--- src/rtl/mon_i2c_pkg.sv ---
package mon_i2c_pkg;
  localparam int BYTE_W  = 8;
  localparam int RES_W   = 12;
  localparam int BASE_W  = 5;
  localparam int STRAP_W = 2;
  localparam int ADDR_W  = BASE_W + STRAP_W;
  localparam int LO_W    = RES_W - BYTE_W;
  localparam int CNT_W   = $clog2(BYTE_W + 1);

  typedef enum logic [2:0] {
    ST_IDLE, ST_ADDR, ST_ADDR_ACK, ST_WR, ST_WR_ACK, ST_TX, ST_TX_ACK
  } link_st_t;

  function automatic logic addr_match(input logic [BYTE_W-1:0] abyte,
                                      input logic [BASE_W-1:0] base,
                                      input logic [STRAP_W-1:0] strap);
    return abyte[BYTE_W-1:1] == {base, strap};
  endfunction

  function automatic logic [BYTE_W-1:0] pack_byte(input logic [1:0] mode,
                                                  input logic [RES_W-1:0] v,
                                                  input logic [RES_W-1:0] c,
                                                  input logic [1:0] idx);
    logic [BYTE_W-1:0] b;
    b = '1;
    case (mode)
      2'b11: begin
        case (idx)
          2'd0: b = v[RES_W-1:LO_W];
          2'd1: b = c[RES_W-1:LO_W];
          2'd2: b = {v[LO_W-1:0], c[LO_W-1:0]};
          default: b = '1;
        endcase
      end
      2'b10: begin
        case (idx)
          2'd0: b = c[RES_W-1:LO_W];
          2'd1: b = {c[LO_W-1:0], {LO_W{1'b0}}};
          default: b = '1;
        endcase
      end
      default: begin
        case (idx)
          2'd0: b = v[RES_W-1:LO_W];
          2'd1: b = {v[LO_W-1:0], {LO_W{1'b0}}};
          default: b = '1;
        endcase
      end
    endcase
    return b;
  endfunction
endpackage

--- src/rtl/mon_i2c_sync.sv ---
module mon_i2c_sync #(
  parameter int STAGES = 2
) (
  input  logic clk,
  input  logic rst_n,
  input  logic scl_in,
  input  logic sda_in,
  output logic scl_s,
  output logic sda_s,
  output logic scl_rise,
  output logic scl_fall,
  output logic start_evt,
  output logic stop_evt
);
  logic [1:0]             raw;
  logic [1:0][STAGES-1:0] pipe;
  logic                   scl_p, sda_p;

  assign raw = {scl_in, sda_in};

  genvar g;
  generate
    for (g = 0; g < 2; g++) begin : g_line
      always_ff @(posedge clk or negedge rst_n) begin
        if (!rst_n) pipe[g] <= '1;
        else        pipe[g] <= {pipe[g][STAGES-2:0], raw[g]};
      end
    end
  endgenerate

  assign scl_s = pipe[1][STAGES-1];
  assign sda_s = pipe[0][STAGES-1];

  always_ff @(posedge clk or negedge rst_n) begin
    if (!rst_n) begin
      scl_p <= 1'b1;
      sda_p <= 1'b1;
    end else begin
      scl_p <= scl_s;
      sda_p <= sda_s;
    end
  end

  assign scl_rise  = scl_s & ~scl_p;
  assign scl_fall  = ~scl_s & scl_p;
  assign start_evt = scl_s & scl_p & sda_p & ~sda_s;
  assign stop_evt  = scl_s & scl_p & ~sda_p & sda_s;
endmodule

--- src/rtl/mon_i2c_link.sv ---
module mon_i2c_link
  import mon_i2c_pkg::*;
#(
  parameter logic [BASE_W-1:0] BASE = 5'b01011
) (
  input  logic               clk,
  input  logic               rst_n,
  input  logic               scl_rise,
  input  logic               scl_fall,
  input  logic               start_evt,
  input  logic               stop_evt,
  input  logic               sda_s,
  input  logic [STRAP_W-1:0] strap_code,
  input  logic [BYTE_W-1:0]  tx_byte,
  output logic               sda_drive_low,
  output logic               cmd_valid,
  output logic [1:0]         cmd_sel,
  output logic               rd_begin,
  output logic [1:0]         byte_idx,
  output logic               addr_done,
  output logic               addr_hit,
  output logic               tx_active
);
  link_st_t          st;
  logic [CNT_W-1:0]  cnt;
  logic [BYTE_W-1:0] shreg;
  logic              rw, first_wr, acked;
  logic              byte_full;
  logic [1:0]        idx_inc;

  assign byte_full = (cnt == CNT_W'(BYTE_W));
  assign addr_done = (st == ST_ADDR) && scl_fall && byte_full;
  assign addr_hit  = addr_match(shreg, BASE, strap_code);
  assign tx_active = (st == ST_TX) || (st == ST_TX_ACK);
  assign idx_inc   = (byte_idx == 2'd3) ? byte_idx : byte_idx + 2'd1;

  always_ff @(posedge clk or negedge rst_n) begin
    if (!rst_n) begin
      st            <= ST_IDLE;
      cnt           <= '0;
      shreg         <= '0;
      rw            <= 1'b0;
      first_wr      <= 1'b0;
      acked         <= 1'b0;
      sda_drive_low <= 1'b0;
      cmd_valid     <= 1'b0;
      cmd_sel       <= '0;
      rd_begin      <= 1'b0;
      byte_idx      <= '0;
    end else begin
      cmd_valid <= 1'b0;
      rd_begin  <= 1'b0;
      if (start_evt) begin
        st            <= ST_ADDR;
        cnt           <= '0;
        sda_drive_low <= 1'b0;
      end else if (stop_evt) begin
        st            <= ST_IDLE;
        sda_drive_low <= 1'b0;
      end else begin
        case (st)
          ST_ADDR, ST_WR: begin
            if (scl_rise && !byte_full) begin
              shreg <= {shreg[BYTE_W-2:0], sda_s};
              cnt   <= cnt + 1'b1;
            end else if (scl_fall && byte_full) begin
              if (st == ST_ADDR) begin
                if (addr_hit) begin
                  st            <= ST_ADDR_ACK;
                  sda_drive_low <= 1'b1;
                  rw            <= shreg[0];
                  rd_begin      <= shreg[0];
                  first_wr      <= 1'b1;
                  byte_idx      <= '0;
                end else begin
                  st <= ST_IDLE;
                end
              end else begin
                st            <= ST_WR_ACK;
                sda_drive_low <= 1'b1;
                if (first_wr) begin
                  cmd_valid <= 1'b1;
                  cmd_sel   <= shreg[1:0];
                  first_wr  <= 1'b0;
                end
              end
            end
          end
          ST_ADDR_ACK: begin
            if (scl_fall) begin
              cnt <= '0;
              if (rw) begin
                st            <= ST_TX;
                shreg         <= tx_byte;
                sda_drive_low <= ~tx_byte[BYTE_W-1];
                byte_idx      <= idx_inc;
              end else begin
                st            <= ST_WR;
                sda_drive_low <= 1'b0;
              end
            end
          end
          ST_WR_ACK: begin
            if (scl_fall) begin
              st            <= ST_WR;
              cnt           <= '0;
              sda_drive_low <= 1'b0;
            end
          end
          ST_TX: begin
            if (scl_rise) begin
              cnt <= cnt + 1'b1;
            end else if (scl_fall) begin
              if (byte_full) begin
                st            <= ST_TX_ACK;
                sda_drive_low <= 1'b0;
              end else begin
                shreg         <= {shreg[BYTE_W-2:0], 1'b1};
                sda_drive_low <= ~shreg[BYTE_W-2];
              end
            end
          end
          ST_TX_ACK: begin
            if (scl_rise) begin
              acked <= ~sda_s;
            end else if (scl_fall) begin
              if (acked) begin
                st            <= ST_TX;
                cnt           <= '0;
                shreg         <= tx_byte;
                sda_drive_low <= ~tx_byte[BYTE_W-1];
                byte_idx      <= idx_inc;
              end else begin
                st <= ST_IDLE;
              end
            end
          end
          default: st <= ST_IDLE;
        endcase
      end
    end
  end
endmodule

--- src/rtl/mon_i2c_results.sv ---
module mon_i2c_results
  import mon_i2c_pkg::*;
(
  input  logic              clk,
  input  logic              rst_n,
  input  logic              cmd_valid,
  input  logic [1:0]        cmd_sel,
  input  logic              rd_begin,
  input  logic [1:0]        byte_idx,
  input  logic              result_done,
  input  logic [RES_W-1:0]  volt_result,
  input  logic [RES_W-1:0]  curr_result,
  output logic              conv_req,
  output logic [1:0]        conv_sel,
  output logic [RES_W-1:0]  snap_v,
  output logic [RES_W-1:0]  snap_c,
  output logic              snap_load,
  output logic [BYTE_W-1:0] tx_byte
);
  logic [1:0]       mode, snap_mode;
  logic [RES_W-1:0] held_v, held_c;
  logic             done_q, done_rise;

  assign done_rise = result_done & ~done_q;
  assign snap_load = rd_begin;
  assign tx_byte   = pack_byte(snap_mode, snap_v, snap_c, byte_idx);

  always_ff @(posedge clk or negedge rst_n) begin
    if (!rst_n) begin
      mode      <= 2'b01;
      snap_mode <= 2'b01;
      held_v    <= '0;
      held_c    <= '0;
      snap_v    <= '0;
      snap_c    <= '0;
      done_q    <= 1'b0;
      conv_req  <= 1'b0;
      conv_sel  <= '0;
    end else begin
      done_q   <= result_done;
      conv_req <= 1'b0;
      if (cmd_valid && (cmd_sel != 2'b00)) begin
        mode     <= cmd_sel;
        conv_req <= 1'b1;
        conv_sel <= cmd_sel;
      end
      if (done_rise) begin
        if (mode[0]) held_v <= volt_result;
        if (mode[1]) held_c <= curr_result;
      end
      if (snap_load) begin
        snap_v    <= held_v;
        snap_c    <= held_c;
        snap_mode <= mode;
      end
    end
  end
endmodule

--- src/rtl/mon_i2c_target.sv ---
module mon_i2c_target
  import mon_i2c_pkg::*;
#(
  parameter int                SYNC_STAGES = 2,
  parameter logic [BASE_W-1:0] BASE_ADDR   = 5'b01011
) (
  input  logic               clk,
  input  logic               rst_n,
  input  logic               scl_in,
  input  logic               sda_in,
  input  logic [STRAP_W-1:0] strap_code,
  input  logic               result_done,
  input  logic [RES_W-1:0]   volt_result,
  input  logic [RES_W-1:0]   curr_result,
  output logic               sda_drive_low,
  output logic               conv_req,
  output logic [1:0]         conv_sel
);
  logic              scl_s, sda_s, scl_rise, scl_fall, start_evt, stop_evt;
  logic              cmd_valid, rd_begin, addr_done, addr_hit, tx_active, snap_load;
  logic [1:0]        cmd_sel, byte_idx;
  logic [BYTE_W-1:0] tx_byte;
  logic [RES_W-1:0]  snap_v, snap_c;

  mon_i2c_sync #(.STAGES(SYNC_STAGES)) u_sync (
    .clk(clk), .rst_n(rst_n), .scl_in(scl_in), .sda_in(sda_in),
    .scl_s(scl_s), .sda_s(sda_s), .scl_rise(scl_rise), .scl_fall(scl_fall),
    .start_evt(start_evt), .stop_evt(stop_evt)
  );

  mon_i2c_link #(.BASE(BASE_ADDR)) u_link (
    .clk(clk), .rst_n(rst_n), .scl_rise(scl_rise), .scl_fall(scl_fall),
    .start_evt(start_evt), .stop_evt(stop_evt), .sda_s(sda_s),
    .strap_code(strap_code), .tx_byte(tx_byte), .sda_drive_low(sda_drive_low),
    .cmd_valid(cmd_valid), .cmd_sel(cmd_sel), .rd_begin(rd_begin),
    .byte_idx(byte_idx), .addr_done(addr_done), .addr_hit(addr_hit),
    .tx_active(tx_active)
  );

  mon_i2c_results u_res (
    .clk(clk), .rst_n(rst_n), .cmd_valid(cmd_valid), .cmd_sel(cmd_sel),
    .rd_begin(rd_begin), .byte_idx(byte_idx), .result_done(result_done),
    .volt_result(volt_result), .curr_result(curr_result),
    .conv_req(conv_req), .conv_sel(conv_sel), .snap_v(snap_v), .snap_c(snap_c),
    .snap_load(snap_load), .tx_byte(tx_byte)
  );
endmodule

--- config.mk ---
export PLATFORM = sky130hd
export DESIGN_NAME = mon_i2c_target
export DESIGN_NICKNAME = d
export VERILOG_FILES = /design/src/rtl/mon_i2c_pkg.sv /design/src/rtl/mon_i2c_sync.sv /design/src/rtl/mon_i2c_link.sv /design/src/rtl/mon_i2c_results.sv /design/src/rtl/mon_i2c_target.sv
export SDC_FILE = /design/constraint.sdc
export NUM_CORES = 1
export LEC_CHECK = 0
export BUFFER_PORTS_ARGS = -buffer_cell sky130_fd_sc_hd__buf_2
export CORE_MARGIN = 3
export CORE_UTILIZATION = 54
export DETAILED_ROUTE_END_ITERATION = 8
export GPL_TIMING_DRIVEN = 0
export PLACE_DENSITY = 0.76
export SLEW_MARGIN = 30
export SYNTH_ARGS = -nofsm -noshare
export SYNTH_HDL_FRONTEND = slang
export SYNTH_SLANG_ARGS = --single-unit
--- constraint.sdc ---
create_clock -name clk -period 1.93 [get_ports clk]
set_clock_uncertainty 0.05 [all_clocks]
set_input_delay 0 -clock clk [delete_from_list [all_inputs] [get_ports clk]]
set_output_delay 0 -clock clk [all_outputs]
set_load 0.01 [all_outputs]
Yosys cells after proc, flatten, opt, wreduce, memory -nomap -nowiden:

Index checks and enable logic that the tools add are counted.

* bits in latches: 0
* output and inout port bits: 4
* bits in registers: 87
* bits in writable memories: 0
* input bits: 31
* memories: 0
* ROM bits: 0

* add/sub/neg operators: 2
* divide/modulo/power cells: 0
* shift operators: 0
* eq/ne operators: 45
* multiplexer cells: 82
* multipliers: 0
* bitwise operators: 19
* reduce and logical (&&, ||, !) cells: 23
* $lt $le $gt $ge: 0

Operator list (number)
* $mux W8: 9
* $pmux W8 S2: 3
* $mux W3: 14
* $mux W4: 8
* $pmux W8 S4: 1
* $mux W1: 31
* $ne A4 B3 Y1 const B: 7
* $pmux W8 S3: 1
* $reduce_and A12 Y1: 2
* $mux W2: 11
* $ne A2 B1 Y1 const B: 8
* $pmux W4 S4: 1
* $pmux W3 S5: 1
* $ne A2 B2 Y1 const B: 7
* $reduce_and A7 Y1: 2
* $ne A3 B2 Y1 const B: 4
* $ne A4 B4 Y1 const B: 3
* $not A1 Y1: 11
* $reduce_and A11 Y1: 1
* $eq A3 B3 Y1 const B: 3
* $reduce_and A9 Y1: 1
* $and A1 B1 Y1: 8
* $eq A2 B2 Y1 const B: 4
* $reduce_and A8 Y1: 1
* 24 further kinds: 29

Depth between registers and ports, before layout:

Gate-level depths: netlist of the first run.

* depth after elaboration: 10
* depth in mapped cells: 9

By module:

A second synthesis of the first run with hierarchy kept.

* cell total of the unflattened synthesis: 361
* area total of the unflattened synthesis: 4380.5 µm²

Modules (own cells, without submodules)
* mon_i2c_results: cells each 191, area an instance 2587.5 µm², times used 1
* mon_i2c_link: cells each 160, area an instance 1602.8 µm², times used 1
* mon_i2c_sync: cells each 10, area an instance 190.2 µm², times used 1

Worst setup path before layout of the first run:

No wires, ideal clock.

* path type: flip-flop to flip-flop
* start point: register u_link.cnt[0]
* end point: register u_link.cmd_sel[0]
* setup slack: 0.090 ns
* setup time: 0.127 ns
* cell stages (with the launch flop): 8
* buffers on the path: 0
* required time: 1.753 ns
* period minus slack after synthesis: 1.840 ns
* data arrival time: 1.663 ns
* path through: dfrtp_1 inv_1 ha_1 nand3b_1 or2_1 nor2_2 and3_1 mux2_1

* word-level cells in the longest chain between the ends: 5
* elaborated cells on any way between the ends: 6
* classes of those cells: 1 x eq/ne; 1 x bitwise; 4 x reduce/logical

RTL lines
* from (decl): RTL line mon_i2c_link.sv:25 `logic [CNT_W-1:0] cnt;`
* from (signal assigned): RTL line mon_i2c_link.sv:65 `cnt <= cnt + 1'b1;`
* from (signal assigned): RTL line mon_i2c_link.sv:112 `cnt <= cnt + 1'b1;`
* $eq A4 B4 Y1 *: RTL line mon_i2c_link.sv:31 `assign byte_full = (cnt == CNT_W'(BYTE_W));`
* $logic_not A1 Y1: RTL line mon_i2c_link.sv:63 `if (scl_rise && !byte_full) begin`
* $logic_and A1 B1 Y1: RTL line mon_i2c_link.sv:63
* $not A1 Y1 (no line)
* $reduce_and A7 Y1 (no line) *
* to (signal assigned): RTL line mon_i2c_link.sv:83 `cmd_sel <= shreg[1:0];`
* to (decl): RTL line mon_i2c_link.sv:17 `output logic [1:0] cmd_sel,`

Mark *: on every way between the ends. The rest lies on a longest branch, timed or not.
A chain may end at the register's enable or synchronous reset.

Worst setup path in the final report of the first run:

* start point: register u_link.byte_idx[0]
* end point: register u_link.sda_drive_low

* word-level cells in the longest chain between the ends: 10
* elaborated cells on any way between the ends: 16
* classes of those cells: 2 x eq/ne; 12 x mux; 1 x bitwise; 1 x reduce/logical

RTL lines
* from (decl): RTL line mon_i2c_link.sv:19 `output logic [1:0] byte_idx,`
* from (signal assigned): RTL line mon_i2c_link.sv:96 `byte_idx <= idx_inc;`
* from (signal assigned): RTL line mon_i2c_link.sv:132 `byte_idx <= idx_inc;`
* $eq A2 B2 Y1, or another cell as far along: RTL line mon_i2c_pkg.sv:28 `case (idx)`
* $pmux W8 S3, or another cell as far along: RTL line mon_i2c_pkg.sv:28
* $pmux W8 S2 *: RTL line mon_i2c_pkg.sv:26 `case (mode)`
* $not A1 Y1 *: RTL line mon_i2c_link.sv:95, mon_i2c_link.sv:131
* $mux W1: RTL line mon_i2c_link.sv:127 `if (acked) begin`
* $mux W1: RTL line mon_i2c_link.sv:126 `end else if (scl_fall) begin`
* $mux W1: RTL line mon_i2c_link.sv:124 `if (scl_rise) begin`
* $pmux W1 S5 *: RTL line mon_i2c_link.sv:61 `case (st)`
* $mux W1 *: RTL line mon_i2c_link.sv:57 `end else if (stop_evt) begin`
* $mux W1 *: RTL line mon_i2c_link.sv:53 `if (start_evt) begin`
* to (signal assigned): RTL line mon_i2c_link.sv:95 `sda_drive_low <= ~tx_byte[BYTE_W-1];`
* to (signal assigned): RTL line mon_i2c_link.sv:119 `sda_drive_low <= ~shreg[BYTE_W-2];`
* to (signal assigned): RTL line mon_i2c_link.sv:131 `sda_drive_low <= ~tx_byte[BYTE_W-1];`
* to (decl): RTL line mon_i2c_link.sv:15 `output logic sda_drive_low,`

Mark *: on every way between the ends. The rest lies on a longest branch, timed or not. The select of a mux whose other input is x is not followed.

==> results of run 1 <==
## layout by cell type, fill, tap and decap left out, types with 3 or more instances in the layout
cell type	count
nor2b_1	4
buf_2	38
o21a_1	8
nand3b_1	4
xnor2_1	3
mux2_2	52
a221oi_1	4
dfstp_2	8
inv_1	9
a31oi_1	3
buf_4	12
clkbuf_2	3
a221o_1	4
clkbuf_1	5
nand3_1	7
ha_4	3
a21oi_2	4
a21oi_1	19
nand2b_1	3
o311ai_1	5
and3b_1	3
o21ai_0	8
a221oi_2	3
o21ai_1	3
dfrtp_1	78
and3_1	3
clkbuf_8	9
nand2_1	29
a21o_1	4
buf_6	8
dlygate4sd3_1	28
nor2_1	13
## flip-flops by register name, indices dropped and copies added (netlist names), 2 cells and up
name             cells
u_res.snap_c        12
u_res.snap_mode      2
u_link.cnt           4
u_link.shreg         8
u_sync.pipe          2
u_res.held_c        12
u_res.held_v        12
u_link.cmd_sel       2
u_link.byte_idx      2
u_res.mode           2
u_link.st            3
u_res.snap_v        12
## metal layers
| metal | share of wire (%) | up-vias | track usage (%) |
|---|---|---|---|
| li1 | - | 1517 | - |
| met1 | 45 | 1602 | 31.5 |
| met2 | 48 | 103 | 34.5 |
| met3 | 5.7 | 13 | 5.34 |
| met4 | 1.4 | 0 | 5.53 |
| met5 | 0 | - | 0 |
## worst paths after layout
| kind | startpoint | to | slack [ns] |
|---|---|---|---|
| max | u_link.byte_idx[0]$_DFFE_PN0P_ | u_link.sda_drive_low$_DFFE_PN0P_ | -0.05 |
| min | rst_n | u_res.mode[1]$_DFFE_PN0P_ | 0.04 |
| max reg2reg | u_link.byte_idx[0]$_DFFE_PN0P_ | u_link.sda_drive_low$_DFFE_PN0P_ | -0.05 |
| min reg2reg | u_sync.pipe[0]$_DFF_PN1_ | u_sync.sda_s$_DFF_PN1_ | 0.31 |
| max in group asynchronous | rst_n | u_sync.sda_s$_DFF_PN1_ | 1.18 |
| min in group clk | strap_code[0] | u_link.rw$_DFFE_PN0P_ | 0.16 |
## cell families (layout without fill, tap and decap cells)
logic type      count (synthesis)  after routing  synth area share [%]
mux                            56             56                  14.8
simple gates                   93             93                  12.5
xor+xnor                        3              3                 0.618
compound gates                 91             91                  15.6
fa+ha+maj                       6              6                  1.77
buf+inv                        33            123                  3.86
flops                          86             86                  50.9
## metrics by stage
step | total power, mW | area, sq um | TNS, ns | hold WS (ns) | cells
global route | 6.02 | 5360 | -0.974 | 0.0693 | 557
CTS | 5.46 | 5170 | -0.0693 | 0.0345 | 552
global placement | 3.93 | 4550 | -0.771 | 0.0552 | 501
floorplan | 3.53 | 4250 | 0 | -0.346 | 368
detailed placement | 3.98 | 4580 | -1.28 | -0.143 | 502
finish | 5.71 | 5360 | -0.121 | 0.0444 | 557
## timing repair
| item | 4_1_cts | 5_1_grt |
|---|---|---|
| setup endpoints to repair | 14 | 15 |
| hold endpoints to repair | 110 | 0 |
| setup buffers | 8 | 5 |
| gates resized for setup | 18 | 29 |
| hold buffers | 28 | 0 |
| pin swaps | 9 | 16 |
## report_power, final
group	internal (mW)	switching [mW]
logic	1.02	1.23
clock network	0.612	0.656
registers	1.99	0.197
## area by class of cell
cell class              count  area (sq um)
plain buffers              20           130
multi-input cells         249          2100
repair buffers             76           602
clock buffers              10           128
fillers                   519          2090
flip-flops and latches     86          2160
inverters                  11          41.3
clock inverters             6          71.3
well taps                  99           124
==> summary.md, run 1 <==
| Metric | Value |
|---|---|
| H-Tree Depth | `3` |
| CP Data Arrival Time | `2.16 ns` |
| Library cells used by synthesis | `68` |
| Top cell type's share of synthesized area | `a little under half` |
| Part of the cycle the worst path needs | `102%` |
| CP required | `2.12 ns` |
| Vias per cell | `5.81` |
| Worst slack, placed | `-0.248 ns` |
| Family with the most delay on the worst path | `compound AO/OA/AOI/OAI gates` |
| #FFs+latches synth | `86` |
| Max-Slew Margin vs Limit | `62.3%` |
| Clock transition at the registers of the reported paths | `0.08 ns` |
| Synth top cells by count | `dfrtp_1 (78), mux2_2 (52), nand2_1 (29), a21oi_1 (23), nor2_1 (14)` |
| CP Launch Type | `flip-flop` |
| Vias in the first global route | `3157` |
| Area of the core | `7450 sq um` |
| Die width | `approximately 95 um` |
| Crit-path max cell delay | `between 0.4 and 0.5 ns` |
| Wire per inst | `17.0 um` |
| Clock Sinks | `86` |
| Leakage | `2.54 nW` |
| Max Buffers Root-to-Sink | `2` |
| Port-buffer cells | `34` |
| Failing checks | `negative setup slack` |
| Cell area after synthesis | `about 4300 sq um` |
| DRT antenna net count | `0` |
| WP depth | `9` |
| Count leader, synth | `dfrtp_1` |
| Cells after synthesis | `368` |
| TritonCTS clock tree | `done` |
| Root Driver | `clkbuf_8` |
| Initial antenna violation count | `0` |
| Clk_lat worst skew | `0.36 ns` |
| Total number of vias | `3235` |
| Area grow syn2layout | `26.0%` |
| Hold crit path type | `primary input to asynchronous set/reset pin` |
| Layout Nets | `490` |
| First-pass GRT wire length | `15400 um` |
| DRC Markers | `0` |
| Pin count of the biggest net entering global routing | `55` |
| Core Util, Final | `71.9%` |
| Worst-path cell chain | `inv_2 -> ha_4 -> buf_6 -> nor2_2 -> or2_4 -> o211ai_1 -> buf_4 -> a21oi_1 -> o311ai_1` |
| Syn_area_per_cell | `about 12 sq um` |
| Critical-path top delay cell | `dfrtp_1` |
| Count of final setup violators | `5` |
| Top_reg_cell synth | `dfrtp_1` |
| Final min period | `just under 2 ns` |
| CP Capture Type | `flip-flop` |
| Fin. Hold Viols | `0` |
| Final wirelength | `9480 um` |
| Number of synthesized flops with an enable pin | `0` |
| Reg2reg path depth | `9` |
| Layout cells sized above 1 | `39.5%` |
| Setup ws final | `-0.0452 ns` |
| Yosys warns | `0` |
| Slew Limit Fails | `0` |
| Area contributors post-synth | `dfrtp_1 (46%), mux2_2 (14%), dfstp_2 (4.9%)` |
| Max-cap viol count | `0` |
| Gr usage total | `22.2%` |
| Die Height | `94.7 um` |
| Status | `complete, but fails checks` |
| Number of cell rows | `31` |
| Crit path max fanout | `7` |
| Power Density | `1070 nW/um^2` |
| Number of DRC markers in iteration 0 | `287` |
| Routability cong. | `between 0.8 and 0.9` |
| Fmax | `506 MHz` |
| Syn_nets | `405` |
| Critical path buffers and inverters | `3` |
| Sequential element share of the synthesized area | `approximately half` |
| Peak VDD IR | `0.000558 V` |
| ANT cells | `0` |
| CTS Buf Count | `9` |
| Initial Utilization | `57.1%` |
| Yosys top cell by area | `dfrtp_1` |
| Final HPWL DP | `6270 um` |
| RSZ-0062 raised after global routing | `yes` |
| First drt pass iteration count | `6` |
| Worst setup path class | `flip-flop to flip-flop` |
| I/O Pins | `35` |
| GR Overflow Total | `0` |
| Slew @ Worst Pin | `0.565 ns` |
| Asr flop ratio synth | `100%` |
| Die area | `8970 sq um` |
Note: power is estimated with default switching activity, not from simulation.
==> run 2, diff against run 1 <==
--- a/config.mk
+++ b/config.mk
@@ -7,10 +7,10 @@
 export LEC_CHECK = 0
 export BUFFER_PORTS_ARGS = -buffer_cell sky130_fd_sc_hd__buf_2
 export CORE_MARGIN = 3
-export CORE_UTILIZATION = 54
+export CORE_UTILIZATION = 61
 export DETAILED_ROUTE_END_ITERATION = 8
 export GPL_TIMING_DRIVEN = 0
-export PLACE_DENSITY = 0.76
+export PLACE_DENSITY = 0.81
 export SLEW_MARGIN = 30
 export SYNTH_ARGS = -nofsm -noshare
 export SYNTH_HDL_FRONTEND = slang
==> constraint.sdc (replaced) <==
create_clock -name clk -period 2.5 [get_ports clk]
set_clock_uncertainty 0.05 [all_clocks]
set_input_delay 0 -clock clk [delete_from_list [all_inputs] [get_ports clk]]
set_output_delay 0 -clock clk [all_outputs]
set_load 0.01 [all_outputs]
==> summary.md, run 2 (same netlist as run 1, synthesis figures left out) <==
| Metric | Value |
|---|---|
| Clock Sinks | `86` |
| Commonest non-fill, non-tap cells in the layout | `dfrtp_1 (78), mux2_2 (52), buf_2 (40), nand2_1 (29), dlygate4sd3_1 (28)` |
| Area grow syn2layout | `19.1%` |
| Total placed cells including tap cells | `496` |
| RSZ-0062 raised after global routing | `no` |
| Final min period | `approximately 2.2 ns` |
| Number of DRC markers in iteration 0 | `330` |
| Max-cap viol count | `0` |
| CTS Buf Count | `9` |
| GR Overflow Total | `0` |
| Peak VDD IR | `slightly above 0.0006 V` |
| Die width | `89.5 um` |
| Number of cell rows | `29` |
| CP Capture Type | `flip-flop` |
| Fin. Hold Viols | `0` |
| Combinational share of power | `between 30% and 40%` |
| Post-route cell area | `around 5100 sq um` |
| Slew Limit Fails | `0` |
| Clock power share | `24.8%` |
| Die Height | `a little under 90 um` |
| Final HPWL DP | `between 6000 and 7000 um` |
| Vias per cell | `a little under 6` |
| Fmax | `446 MHz` |
| Crit path max fanout | `7` |
| Commonest non-fill, non-tap cell in the layout | `dfrtp_1` |
| Final setup TNS | `0 ns` |
| Slew @ Worst Pin | `0.740 ns` |
| Root Driver | `clkbuf_8` |
| Worst setup path class | `flip-flop to flip-flop` |
| Placed instance area | `4570 sq um` |
| FF-to-FF Start | `u_link.byte_idx[0]$_DFFE_PN0P_` |
| Total number of vias | `3214` |
| CP Data Arrival Time | `2.49 ns` |
| Resize count post-CTS | `0` |
| Vias in the first global route | `3297` |
| Pin count of the biggest net entering global routing | `55` |
| Clock transition at the registers of the reported paths | `about 0.09 ns` |
| Initial antenna violation count | `0` |
| Layout cells sized above 1 | `between 30% and 40%` |
| CP required | `2.75 ns` |
| Port-buffer cells | `34` |
| Wire per inst | `17.7 um` |
| Die area | `8010 sq um` |
| ANT cells | `0` |
| Routability cong. | `between 0.9 and 1` |
| Part of the cycle the worst path needs | `89.6%` |
| Gr usage total | `27.0%` |
| H-Tree Depth | `3` |
| TritonCTS clock tree | `done` |
| Max-Slew Margin vs Limit | `approximately 50%` |
| Net Sw Frac | `36.2%` |
| First-pass GRT wire length | `between 15000 and 20000 um` |
| Leakage | `2.44 nW` |
| CP Launch Type | `flip-flop` |
| Clk_lat worst skew | `0.36 ns` |
| I/O Pins | `35` |
| Power Density | `820 nW/um^2` |
| Initial Utilization | `64.7%` |
| Final Non-Filler Cells | `540` |
| Layout Nets | `479` |
| Final wirelength | `9570 um` |
| First drt pass iteration count | `5` |
| Hold crit path type | `primary input to asynchronous set/reset pin` |
| DRC Markers | `0` |
| Area of the core | `6570 sq um` |
| Status | `finished clean` |
| NetSw | `1.50 mW` |
| DRT antenna net count | `0` |
| Core Util, Final | `77.1%` |
| Int Power | `about 2.7 mW` |
| Count of final setup violators | `0` |
| Max Buffers Root-to-Sink | `2` |
| Beginning of the critical path | `u_link.byte_idx[0]$_DFFE_PN0P_` |
| Sequential share of power | `40.7%` |
## run 2: cell count changes in the layout (fill, tap and decap cells not counted), sizes merged
cell | previous run | this run
clkinvlp | 1 | 0
inv | 13 | 15
buf | 61 | 49
clkbuf | 17 | 18
clkinv | 2 | 1
## run 2: metrics by stage
| stage | setup slack (ns) | power [mW] | hold slack, ns |
|---|---|---|---|
| 6_report | 0.259 | 4.15 | 0.0385 |
| 2_1_floorplan | 0.660 | 2.72 | -0.346 |
| 4_1_cts | 0.322 | 4.15 | 0.0259 |
| 3_5_place_dp | 0.377 | 3.09 | -0.146 |
| 5_1_grt | 0.160 | 4.40 | 0.0572 |
| 3_3_place_gp | 0.424 | 3.04 | 0.0550 |
## run 2: layout make-up
type,count,area (sq um)
Sequential cell,86,2160
Clock inverter,6,73.8
Tap cell,93,116
Timing Repair Buffer,63,484
Fill cell,432,1500
Multi-Input combinational cell,249,1930
Buffer,22,123
Inverter,11,41.3
Clock buffer,10,138
## run 2: power groups by stage
stage / logic, mW / registers, mW / clock network [mW]
2_1_floorplan: 1.05 / 1.67 / 0
3_3_place_gp: 1.33 / 1.71 / 0
3_5_place_dp: 1.37 / 1.72 / 0
4_1_cts: 1.42 / 1.69 / 1.04
5_1_grt: 1.59 / 1.71 / 1.11
6_report: 1.44 / 1.69 / 1.03
## run 2: repair_timing
item                      CTS  global route
buffers inserted            0             0
hold endpoints to repair  107             0
hold buffers               28             0
## run 2: worst max-delay path: stages (launching register included)
cell       delay, ns
dfrtp_1         0.42
inv_1           0.09
ha_1            0.19
buf_2           0.16
o21bai_1        0.53
a21oi_1         0.09
a2bb2oi_1       0.18
o311ai_1        0.32
o21a_1          0.17
## run 2: path summary, 6_finish.rpt
path | to | slack, ns | cells after the start
setup / recovery | u_link.shreg[5]$_DFFE_PN0P_ | 0.26 | 8
hold / removal | u_res.held_v[8]$_DFFE_PN0P_ | 0.04 | 2
setup reg to reg | u_link.shreg[5]$_DFFE_PN0P_ | 0.26 | 8
hold reg to reg | u_sync.sda_s$_DFF_PN1_ | 0.31 | 0
max in group asynchronous | u_sync.sda_s$_DFF_PN1_ | 1.75 | 3
min in group clk | u_link.sda_drive_low$_DFFE_PN0P_ | 0.17 | 5
## run 2: routing by layer
metal	share of wire [%]	up-vias	GRT usage [%]
met4	1.5	0	9.07
met1	44	1593	36.4
met5	0	-	0
li1	-	1502	-
met3	5.0	13	4.42
met2	49	106	44.4
==> run 3, diff against run 2 <==
--- a/config.mk
+++ b/config.mk
@@ -10,6 +10,7 @@
 export CORE_UTILIZATION = 61
 export DETAILED_ROUTE_END_ITERATION = 8
 export GPL_TIMING_DRIVEN = 0
+export HOLD_SLACK_MARGIN = 0.05
 export PLACE_DENSITY = 0.81
 export SLEW_MARGIN = 30
 export SYNTH_ARGS = -nofsm -noshare
==> summary.md, run 3 (same netlist as run 1, synthesis figures left out) <==
| Metric | Value |
|---|---|
| Area of the core | `6570 sq um` |
| Final wirelength | `9720 um` |
| Vias per cell | `between 5 and 6` |
| DRT antenna net count | `0` |
| Placed instance area | `between 4000 and 5000 sq um` |
| CP Capture Type | `flip-flop` |
| CP Data Arrival Time | `between 2 and 2.5 ns` |
| Fin. Hold Viols | `0` |
| DRC Markers | `0` |
| Port-buffer cells | `34` |
| Setup ws final | `0.301 ns` |
| Vias in the first global route | `3320` |
| Root Driver | `clkbuf_8` |
| Wire per inst | `between 15 and 20 um` |
| Worst-path cell chain | `inv_1 -> ha_1 -> nand3b_1 -> nor2_1 -> nor4_2 -> mux2_2` |
| Final min period | `2.20 ns` |
| ANT cells | `0` |
| Die area | `~8000 sq um` |
| Die Height | `around 89 um` |
| Final HPWL DP | `6550 um` |
| Initial Utilization | `64.7%` |
| Commonest non-fill, non-tap cell in the layout | `dfrtp_1` |
| H-Tree Depth | `3` |
| Status | `finished clean` |
| Max-cap viol count | `0` |
| Crit path max fanout | `6` |
| Fmax | `455 MHz` |
| Slew Limit Fails | `0` |
| Pin count of the biggest net entering global routing | `55` |
| Number of DRC markers in iteration 0 | `314` |
| Layout cells sized above 1 | `about 31%` |
| Part of the cycle the worst path needs | `88.0%` |
| FF-to-FF Start | `u_link.cnt[0]$_DFFE_PN0P_` |
| Clk_lat worst skew | `0.36 ns` |
| Max-Slew Margin vs Limit | `around half` |
| Leakage | `2.44 nW` |
| First-pass GRT wire length | `16400 um` |
| TritonCTS clock tree | `done` |
| Routability cong. | `0.962` |
| Initial antenna violation count | `0` |
| Total number of vias | `3218` |
| Die width | `89.5 um` |
| RSZ-0062 raised after global routing | `no` |
| Peak VDD IR | `between 0.0006 and 0.0007 V` |
| R2R Setup Slk | `0.30 ns` |
| Count of final setup violators | `0` |
| CP Launch Type | `flip-flop` |
| CTS Buf Count | `9` |
| Post-route cell area | `5080 sq um` |
| Critical-path top delay cell | `nor4_2` |
| Max Buffers Root-to-Sink | `2` |
| Final setup TNS | `0 ns` |
| Crit-path max cell delay | `0.57 ns` |
| First drt pass iteration count | `6` |
| Worst slack, placed | `0.377 ns` |
| Power Density | `slightly above 800 nW/um^2` |
| Layout Nets | `480` |
| Number of cell rows | `29` |
| I/O Pins | `35` |
| Post-CTS setup buffers | `0` |
| Worst setup path class | `flip-flop to flip-flop` |
| Gr usage total | `27.4%` |
| Area grow syn2layout | `19.6%` |
| Beginning of the critical path | `u_link.cnt[0]$_DFFE_PN0P_` |
| CP required | `2.70 ns` |
| GR Overflow Total | `0` |
| Commonest non-fill, non-tap cells in the layout | `dfrtp_1 (78), mux2_2 (52), buf_2 (40), nand2_1 (29), dlygate4sd3_1 (28)` |
| Hold crit path type | `primary input to asynchronous set/reset pin` |
| Slew @ Worst Pin | `0.727 ns` |
| Clock Sinks | `86` |
| Clock transition at the registers of the reported paths | `about 0.09 ns` |
run 3: worst paths after layout:
check / endpoint / cells past startpoint
max: u_link.st[1]$_DFFE_PN0P_ / 6
min: u_res.held_v[8]$_DFFE_PN0P_ / 3
max reg2reg: u_link.st[1]$_DFFE_PN0P_ / 6
min reg2reg: u_sync.sda_s$_DFF_PN1_ / 0
max in group asynchronous: u_sync.sda_s$_DFF_PN1_ / 3
min in group clk: u_link.sda_drive_low$_DFFE_PN0P_ / 5
run 3: metal layers:
metal | share of wire, % | wire (um) | track usage (%) | vias to the layer above
li1 | - | - | - | 1506
met1 | 43 | 4230 | 36.6 | 1588
met2 | 50 | 4820 | 45.6 | 107
met3 | 5.1 | 497 | 4.33 | 17
met4 | 1.8 | 172 | 9.34 | 0
met5 | 0 | 0 | 0 | -
run 3: final cells by class:
class / count / area, sq um
clock buffers: 10 / 138
clock inverters: 6 / 73.8
inverters: 11 / 41.3
multi-input cells: 249 / 1930
well taps: 93 / 116
repair buffers: 64 / 504
fillers: 431 / 1480
flip-flops and latches: 86 / 2160
plain buffers: 22 / 123
run 3: report_power, final:
| part | internal [mW] | switching (mW) | leakage (nW) |
|---|---|---|---|
| registers | 1.54 | 0.152 | 1.14 |
| logic | 0.611 | 0.825 | 1.20 |
| clock network | 0.505 | 0.526 | 0.108 |
run 3: worst max-delay path, delay by kind of cell, from the launching register on:
family | cells | cell delay (ns)
simple gates | 3 | 0.93
mux | 1 | 0.41
fa+ha+maj | 1 | 0.20
flops | 1 | 0.43
buf+inv | 1 | 0.06
run 3: metrics by stage:
stage	cells	util (%)	hold WS, ns	power (mW)
2_1_floorplan	368	-	-0.346	2.72
3_3_place_gp	495	69.1	0.0550	3.04
3_5_place_dp	496	69.6	-0.146	3.09
4_1_cts	541	77.4	0.107	4.15
5_1_grt	541	77.4	0.123	4.41
6_report	541	77.4	0.115	4.16
run 3: repair_timing:
item                      4_1_cts  5_1_grt
gates resized for setup         0        0
hold endpoints to repair      107        0
hold buffers                   29        0
